===== config.mk =====
export PLATFORM = sky130hd
export DESIGN_NAME = sar_conv_ctrl
export DESIGN_NICKNAME = d
export VERILOG_FILES = /design/src/rtl/sar_pkg.sv /design/src/rtl/sar_strobe_sync.sv /design/src/rtl/sar_seq.sv /design/src/rtl/sar_result.sv /design/src/rtl/sar_conv_ctrl.sv
export SDC_FILE = /design/constraint.sdc
export NUM_CORES = 1
export LEC_CHECK = 0
export CAP_MARGIN = 40
export CORE_ASPECT_RATIO = 0.8
export CORE_UTILIZATION = 65
export DETAILED_ROUTE_END_ITERATION = 10
export DONT_BUFFER_PORTS = 1
export GPL_ROUTABILITY_DRIVEN = 0
export PLACE_DENSITY = 0.9
export SLEW_MARGIN = 40
export SYNTH_ARGS = -nofsm -noshare
export SYNTH_HDL_FRONTEND = slang
export SYNTH_SLANG_ARGS = --single-unit

===== constraint.sdc =====
create_clock -name clk -period 2.6 [get_ports clk]
set_input_delay 0.78 -clock clk [delete_from_list [all_inputs] [get_ports clk]]
set_output_delay 0.78 -clock clk [all_outputs]
set_load 0.05 [all_outputs]

===== src/rtl/sar_pkg.sv =====
// Shared definitions for the successive-approximation sequencer.
// Assumes a single clock domain for all internal logic.
package sar_pkg;
    typedef enum logic [1:0] {
        ST_IDLE   = 2'd0,
        ST_ALIGN  = 2'd1,
        ST_SEARCH = 2'd2
    } sar_state_e;

    // Bit positions of the bus strobes inside the synchroniser vector
    localparam int STB_CS = 0;
    localparam int STB_WR = 1;
    localparam int STB_RD = 2;
    localparam int STB_N  = 3;
endpackage


===== src/rtl/sar_strobe_sync.sv =====
// Two-flop synchroniser plus one history flop per strobe.
// Produces synchronised levels and one-cycle rise/fall pulses.
// Assumes strobes idle high, so all flops reset to 1.
module sar_strobe_sync #(
    parameter int N = 3
) (
    input  logic         clk,
    input  logic         rst_n,
    input  logic [N-1:0] async_in,
    output logic [N-1:0] lvl,
    output logic [N-1:0] rise,
    output logic [N-1:0] fall
);
    logic [N-1:0] stg1, stg2, hist;

    for (genvar i = 0; i < N; i++) begin : g_chain
        // Purpose: metastability filter and edge history for strobe i
        always_ff @(posedge clk) begin
            if (!rst_n) begin
                stg1[i] <= 1'b1;
                stg2[i] <= 1'b1;
                hist[i] <= 1'b1;
            end else begin
                stg1[i] <= async_in[i];
                stg2[i] <= stg1[i];
                hist[i] <= stg2[i];
            end
        end
    end

    assign lvl  = stg2;
    assign rise = stg2 & ~hist;
    assign fall = ~stg2 & hist;
endmodule


===== src/rtl/sar_seq.sv =====
// Bit-search sequencer: waits ALIGN_CYC cycles after a start, then
// spends BIT_CYC cycles per bit, sampling the comparator on the last cycle.
// Presents the final code with a one-cycle done pulse.
// Assumes cmp_hi is stable by the last cycle of each bit window.
module sar_seq
    import sar_pkg::*;
#(
    parameter int DATA_W    = 8,
    parameter int BIT_CYC   = 8,
    parameter int ALIGN_CYC = 4
) (
    input  logic              clk,
    input  logic              rst_n,
    input  logic              hold,
    input  logic              start,
    input  logic              cmp_hi,
    output logic [DATA_W-1:0] trial_code,
    output logic [DATA_W-1:0] bit_mask,
    output logic              searching,
    output logic              done,
    output logic [DATA_W-1:0] final_code
);
    localparam int CNT_MAX = (BIT_CYC > ALIGN_CYC) ? BIT_CYC : ALIGN_CYC;
    localparam int CNT_W   = (CNT_MAX > 1) ? $clog2(CNT_MAX) : 1;
    localparam logic [DATA_W-1:0] MSB = {1'b1, {(DATA_W-1){1'b0}}};

    sar_state_e        state;
    logic [CNT_W-1:0]  cnt;
    logic [DATA_W-1:0] decided;
    logic              bit_end;

    // Purpose: keep or drop the bit under test from the comparator verdict
    always_comb begin
        decided = cmp_hi ? trial_code : (trial_code & ~bit_mask);
        bit_end = (state == ST_SEARCH) && (cnt == CNT_W'(BIT_CYC - 1));
    end

    assign searching  = (state == ST_SEARCH);
    assign done       = bit_end && bit_mask[0] && !hold;
    assign final_code = decided;

    // Purpose: state, cycle counter and trial register advance
    always_ff @(posedge clk) begin
        if (!rst_n || hold) begin
            state      <= ST_IDLE;
            cnt        <= '0;
            bit_mask   <= '0;
            trial_code <= '0;
        end else begin
            case (state)
                ST_IDLE: begin
                    cnt <= '0;
                    if (start) state <= ST_ALIGN;
                end
                ST_ALIGN: begin
                    if (cnt == CNT_W'(ALIGN_CYC - 1)) begin
                        state      <= ST_SEARCH;
                        cnt        <= '0;
                        bit_mask   <= MSB;
                        trial_code <= MSB;
                    end else begin
                        cnt <= cnt + 1'b1;
                    end
                end
                ST_SEARCH: begin
                    if (bit_end) begin
                        cnt <= '0;
                        if (bit_mask[0]) begin
                            state      <= ST_IDLE;
                            bit_mask   <= '0;
                            trial_code <= '0;
                        end else begin
                            bit_mask   <= bit_mask >> 1;
                            trial_code <= decided | (bit_mask >> 1);
                        end
                    end else begin
                        cnt <= cnt + 1'b1;
                    end
                end
                default: state <= ST_IDLE;
            endcase
        end
    end
endmodule


===== src/rtl/sar_result.sv =====
// Result register and active-low interrupt.
// Loads the result and asserts the interrupt on done; otherwise a clear
// request or the hold condition deasserts the interrupt. Done has priority.
module sar_result #(
    parameter int DATA_W = 8
) (
    input  logic              clk,
    input  logic              rst_n,
    input  logic              done,
    input  logic [DATA_W-1:0] final_code,
    input  logic              clr,
    input  logic              hold,
    output logic [DATA_W-1:0] result,
    output logic              intr_n
);
    // Purpose: capture the finished code and manage the interrupt
    always_ff @(posedge clk) begin
        if (!rst_n) begin
            result <= '0;
            intr_n <= 1'b1;
        end else if (done) begin
            result <= final_code;
            intr_n <= 1'b0;
        end else if (clr || hold) begin
            intr_n <= 1'b1;
        end
    end
endmodule


===== src/rtl/sar_conv_ctrl.sv =====
// Top: bus-facing successive-approximation conversion controller.
// Synchronises the bus strobes, decodes hold/start/clear, runs the
// sequencer and owns the result register. The bus enable follows the
// raw chip select and read pins without delay.
module sar_conv_ctrl
    import sar_pkg::*;
#(
    parameter int DATA_W    = 8,
    parameter int BIT_CYC   = 8,
    parameter int ALIGN_CYC = 4
) (
    input  logic              clk,
    input  logic              rst_n,
    input  logic              cs_n,
    input  logic              wr_n,
    input  logic              rd_n,
    input  logic              cmp_hi,
    output logic [DATA_W-1:0] trial_code,
    output logic [DATA_W-1:0] data_out,
    output logic              data_oe,
    output logic              intr_n
);
    logic [STB_N-1:0]  stb_lvl, stb_rise, stb_fall;
    logic              hold, start, clr, done, searching;
    logic [DATA_W-1:0] bit_mask, final_code;

    sar_strobe_sync #(.N(STB_N)) u_sync (
        .clk      (clk),
        .rst_n    (rst_n),
        .async_in ({rd_n, wr_n, cs_n}),
        .lvl      (stb_lvl),
        .rise     (stb_rise),
        .fall     (stb_fall)
    );

    // Purpose: decode the synchronised strobes into control events
    always_comb begin
        hold  = !stb_lvl[STB_CS] && !stb_lvl[STB_WR];
        start = !stb_lvl[STB_CS] && stb_rise[STB_WR];
        clr   = !stb_lvl[STB_CS] && (stb_fall[STB_WR] || stb_fall[STB_RD]);
    end

    sar_seq #(
        .DATA_W    (DATA_W),
        .BIT_CYC   (BIT_CYC),
        .ALIGN_CYC (ALIGN_CYC)
    ) u_seq (
        .clk        (clk),
        .rst_n      (rst_n),
        .hold       (hold),
        .start      (start),
        .cmp_hi     (cmp_hi),
        .trial_code (trial_code),
        .bit_mask   (bit_mask),
        .searching  (searching),
        .done       (done),
        .final_code (final_code)
    );

    sar_result #(.DATA_W(DATA_W)) u_res (
        .clk        (clk),
        .rst_n      (rst_n),
        .done       (done),
        .final_code (final_code),
        .clr        (clr),
        .hold       (hold),
        .result     (data_out),
        .intr_n     (intr_n)
    );

    assign data_oe = !cs_n && !rd_n;
endmodule


==> metrics.md <==
| Metric | Value |
|---|---|
| First-pass GRT wire length | `4.65 mm` |
| Buffers and inverters on the worst path | `1` |
| Vias per cell | `5.83` |
| Net switching power | `0.000237 W` |
| Layout cells sized above 1 | `5.00%` |
| H-Tree Depth | `2` |
| M2 GR Usage | `41.6%` |
| Internal power | `0.000721 W` |
| Slowest stage delay, CP | `400 ps` |
| Vias in the first global route | `1,086` |
| Crit path max-delay family | `simple AND/OR/NAND/NOR gates` |
| Area Growth Syn to Fin | `4.08%` |
| WS Path Type | `flip-flop to flip-flop` |
| Max-cap violation count | `0` |
| IO Count | `24` |
| Layout Nets | `193` |
| Failing checks | `design-rule violations` |
| DRC Markers | `2` |
| Dpl hpwl | `2.08 mm` |
| Setup crit end kind | `flip-flop` |
| Wirelength, routed | `3.03 mm` |
| DRT iter0 DRCs | `46` |
| Crit-path max FO | `13` |
| Power Density | `577 nW/um^2` |
| Total gr overflow | `0` |
| Grt met1 use | `27.8%` |
| Initial cell density of the core | `71.4%` |
| Unrepaired setup endpoints after global routing | `no` |
| Met3 GRT Util | `9.55%` |
| Cell count after synthesis | `176` |
| DIE WIDTH | `57.4 microns` |
| Placed insts | `198` |
| Clock Skews | `8.44 ps` |
| Synth warn | `0` |
| Resize count post-CTS | `0` |
| Clock Latency Late Sink | `330 ps` |
| Filler cell count | `176` |
| Flop pwr share | `62.5%` |
| Clock sinks | `38` |
| Clock Path Buffers | `2` |
| Slew of the pin with the lowest slew margin | `648 ps` |
| Slowest CP cell | `dfxtp_1` |
| Worst IR Drop VDD | `0.000404 V` |
| Clock power share | `29.2%` |
| Avg Cell Area, Syn | `9.06 sq um` |
| Num CTS Buffers | `5` |
| Period utilization | `73.0%` |
| Post-synthesis sequential area ratio | `47.7%` |
| Switching part of the total | `24.7%` |
| Post-CTS Setup Inserts | `0` |
| Worst path required time | `2810 ps` |
| Crit path cell chain | `inv_1 > ha_1 > nand4bb_1 > and2_1 > o21ai_0 > a21oi_1` |
| # rows | `15` |
| Vias | `1,196` |
| CTS tree | `yes` |
| Setup_tns | `0 ps` |
| Core area | `2230 sq um` |
| Remaining antenna violation count | `0` |
| Hold Vio Cnt, Final | `0` |
| Setup violators final | `0` |
| Combinational group share of total power | `8.3%` |
| Slew margin rel. | `56.5%` |
| Ant diodes | `0` |
| Seq cells post-synth | `38` |
| Fmax | `527 MHz` |
| Clk slew on worst S/H paths | `110 ps` |
| Clk Tree Root Cell | `clkbuf_4` |
| IO Port Bufs | `0` |
| Largest net degree at the start of global routing | `19` |
| Period minus WS final | `1900 ps` |
| Total Routing Usage GR | `24.6%` |
| Arrival time at the worst endpoint | `2100 ps` |
| Post-Syn Area | `1590 sq um` |
| Busiest layer in global routing | `met2` |
| Hold buffers post-CTS | `0` |
| Yosys cell types | `31` |
| Status | `finished, violations left` |
| Static leakage | `0.582 nW` |
| Final instance count without filler cells | `205` |
| CP Launch Type | `flip-flop` |
| Type of the worst min-delay path | `flip-flop to flip-flop` |
| Syn Nets | `189` |
| Slew Viols, Final | `0` |
| Routed length per instance | `14.8 microns` |
| Die area | `2660 sq um` |
| Chip Height | `46.3 microns` |
| Initial antenna violation count | `0` |
| Drt pass-1 iters | `7` |
-- state kept, by name (all words and copies together) (netlist names) --
name              count
u_seq.trial_code      8
u_seq.state           2
u_sync.lvl            3
u_sync.hist           2
u_seq.cnt             3
u_res.result          8
u_seq.bit_mask        8
u_sync.stg1           3
u_res.intr_n          1
-- through the flow --
| step | power [W] | hold slack, ps | cell area [sq um] | setup slack [ps] | util (%) |
|---|---|---|---|---|---|
| detailed placement | 0.000688 | 392 | 1610 | 752 | 72.2 |
| floorplan | 0.000675 | 386 | 1590 | 386 | - |
| CTS | 0.000962 | 417 | 1660 | 751 | 74.3 |
| finish | 0.000957 | 417 | 1660 | 703 | 74.3 |
| global placement | 0.000681 | 389 | 1610 | 758 | 72.2 |
| global route | 0.000996 | 430 | 1660 | 586 | 74.3 |
-- cell type report --
| type | count | area [sq um] | area share, % |
|---|---|---|---|
| Clock buffer | 5 | 37.5 | 2.26 |
| Clock inverter | 2 | 10.0 | 0.603 |
| Tap cell | 25 | 31.3 | 1.89 |
| Inverter | 6 | 22.5 | 1.36 |
| Timing Repair Buffer | 1 | 7.51 | 0.452 |
| Multi-Input combinational cell | 128 | 790 | 47.6 |
| Sequential cell | 38 | 761 | 45.9 |
-- cells by family after synthesis --
family          after synthesis  synth area share [%]
buf+inv                      10                  2.75
flops                        38                  47.7
fa+ha+maj                     7                  5.49
compound gates               45                  16.2
simple gates                 70                  24.0
mux                           6                  3.77
-- synthesized netlist by cell type (all sizes together) --
master | count | area (sq um)
dfxtp | 38 | 761
a21oi | 21 | 105
nand2 | 17 | 63.8
nand2b | 17 | 106
o21ai | 13 | 65.1
nor2 | 10 | 45.0
nor2b | 8 | 50.1
and2 | 7 | 43.8
ha | 7 | 87.6
inv | 6 | 22.5
mux2i | 6 | 60.1
nand3 | 5 | 25.0
a21boi | 3 | 22.5
buf | 3 | 17.5
nor3b | 2 | 15.0
a21o | 1 | 7.51
a22o | 1 | 8.76
a2bb2oi | 1 | 8.76
a32o | 1 | 10.0
clkbuf | 1 | 3.75
nand3b | 1 | 7.51
nand4 | 1 | 6.26
nand4b | 1 | 8.76
nand4bb | 1 | 11.3
o211ai | 1 | 7.51
o22a | 1 | 8.76
o22ai | 1 | 6.26
o2bb2ai | 1 | 8.76
-- power by group through the flow --
| stage | sequential, W | clock (W) | combinational [W] |
|---|---|---|---|
| floorplan | 0.000609 | 0 | 0.0000658 |
| global placement | 0.000610 | 0 | 0.0000712 |
| detailed placement | 0.000611 | 0 | 0.0000766 |
| CTS | 0.000598 | 0.000287 | 0.0000773 |
| global route | 0.000600 | 0.000311 | 0.0000853 |
| finish | 0.000598 | 0.000280 | 0.0000798 |
-- path summary, 6_finish.rpt --
path	startpoint	to	cells past startpoint	slack [ps]
min	u_sync.stg1[0]	u_sync.lvl[0]	1	420
min reg2reg	u_sync.stg1[0]	u_sync.lvl[0]	1	420
max reg2reg	u_seq.state[0]	u_seq.trial_code[4]	6	700
max	u_seq.state[0]	u_seq.trial_code[4]	6	700
-- metal layers --
metal	share of wire, %	up-vias
met5	0	-
met4	0.89	0
met3	5.4	2
met1	48	553
li1	-	606
met2	46	35
-- layout by cell type, fill, tap and decap left out --
cell type  synthesis  layout
nor2b_1            8       8
clkbuf_4           0       5
dfxtp_1           38      38
buf_4              1       1
a21o_1             1       1
nand3_1            5       5
and2_1             7       7
o22a_1             1       1
ha_1               7       7
nor2_1             9       9
clkinv_2           0       2
a22o_1             1       1
mux2i_1            6       6
o211ai_1           1       1
o21ai_0           12      12
o2bb2ai_1          1       1
inv_1              6       6
nand3b_1           1       1
a21oi_1           21      21
nand4bb_1          1       1
a32o_1             1       1
o22ai_1            1       1
nor3b_1            2       2
nand4b_1           1       1
nor2_4             1       1
nand2_1           17      17
a2bb2oi_1          1       1
o21ai_1            1       1
a21boi_0           3       3
nand2b_1          17      17
nand4_1            1       1
Power figures use the tool's default switching activity.
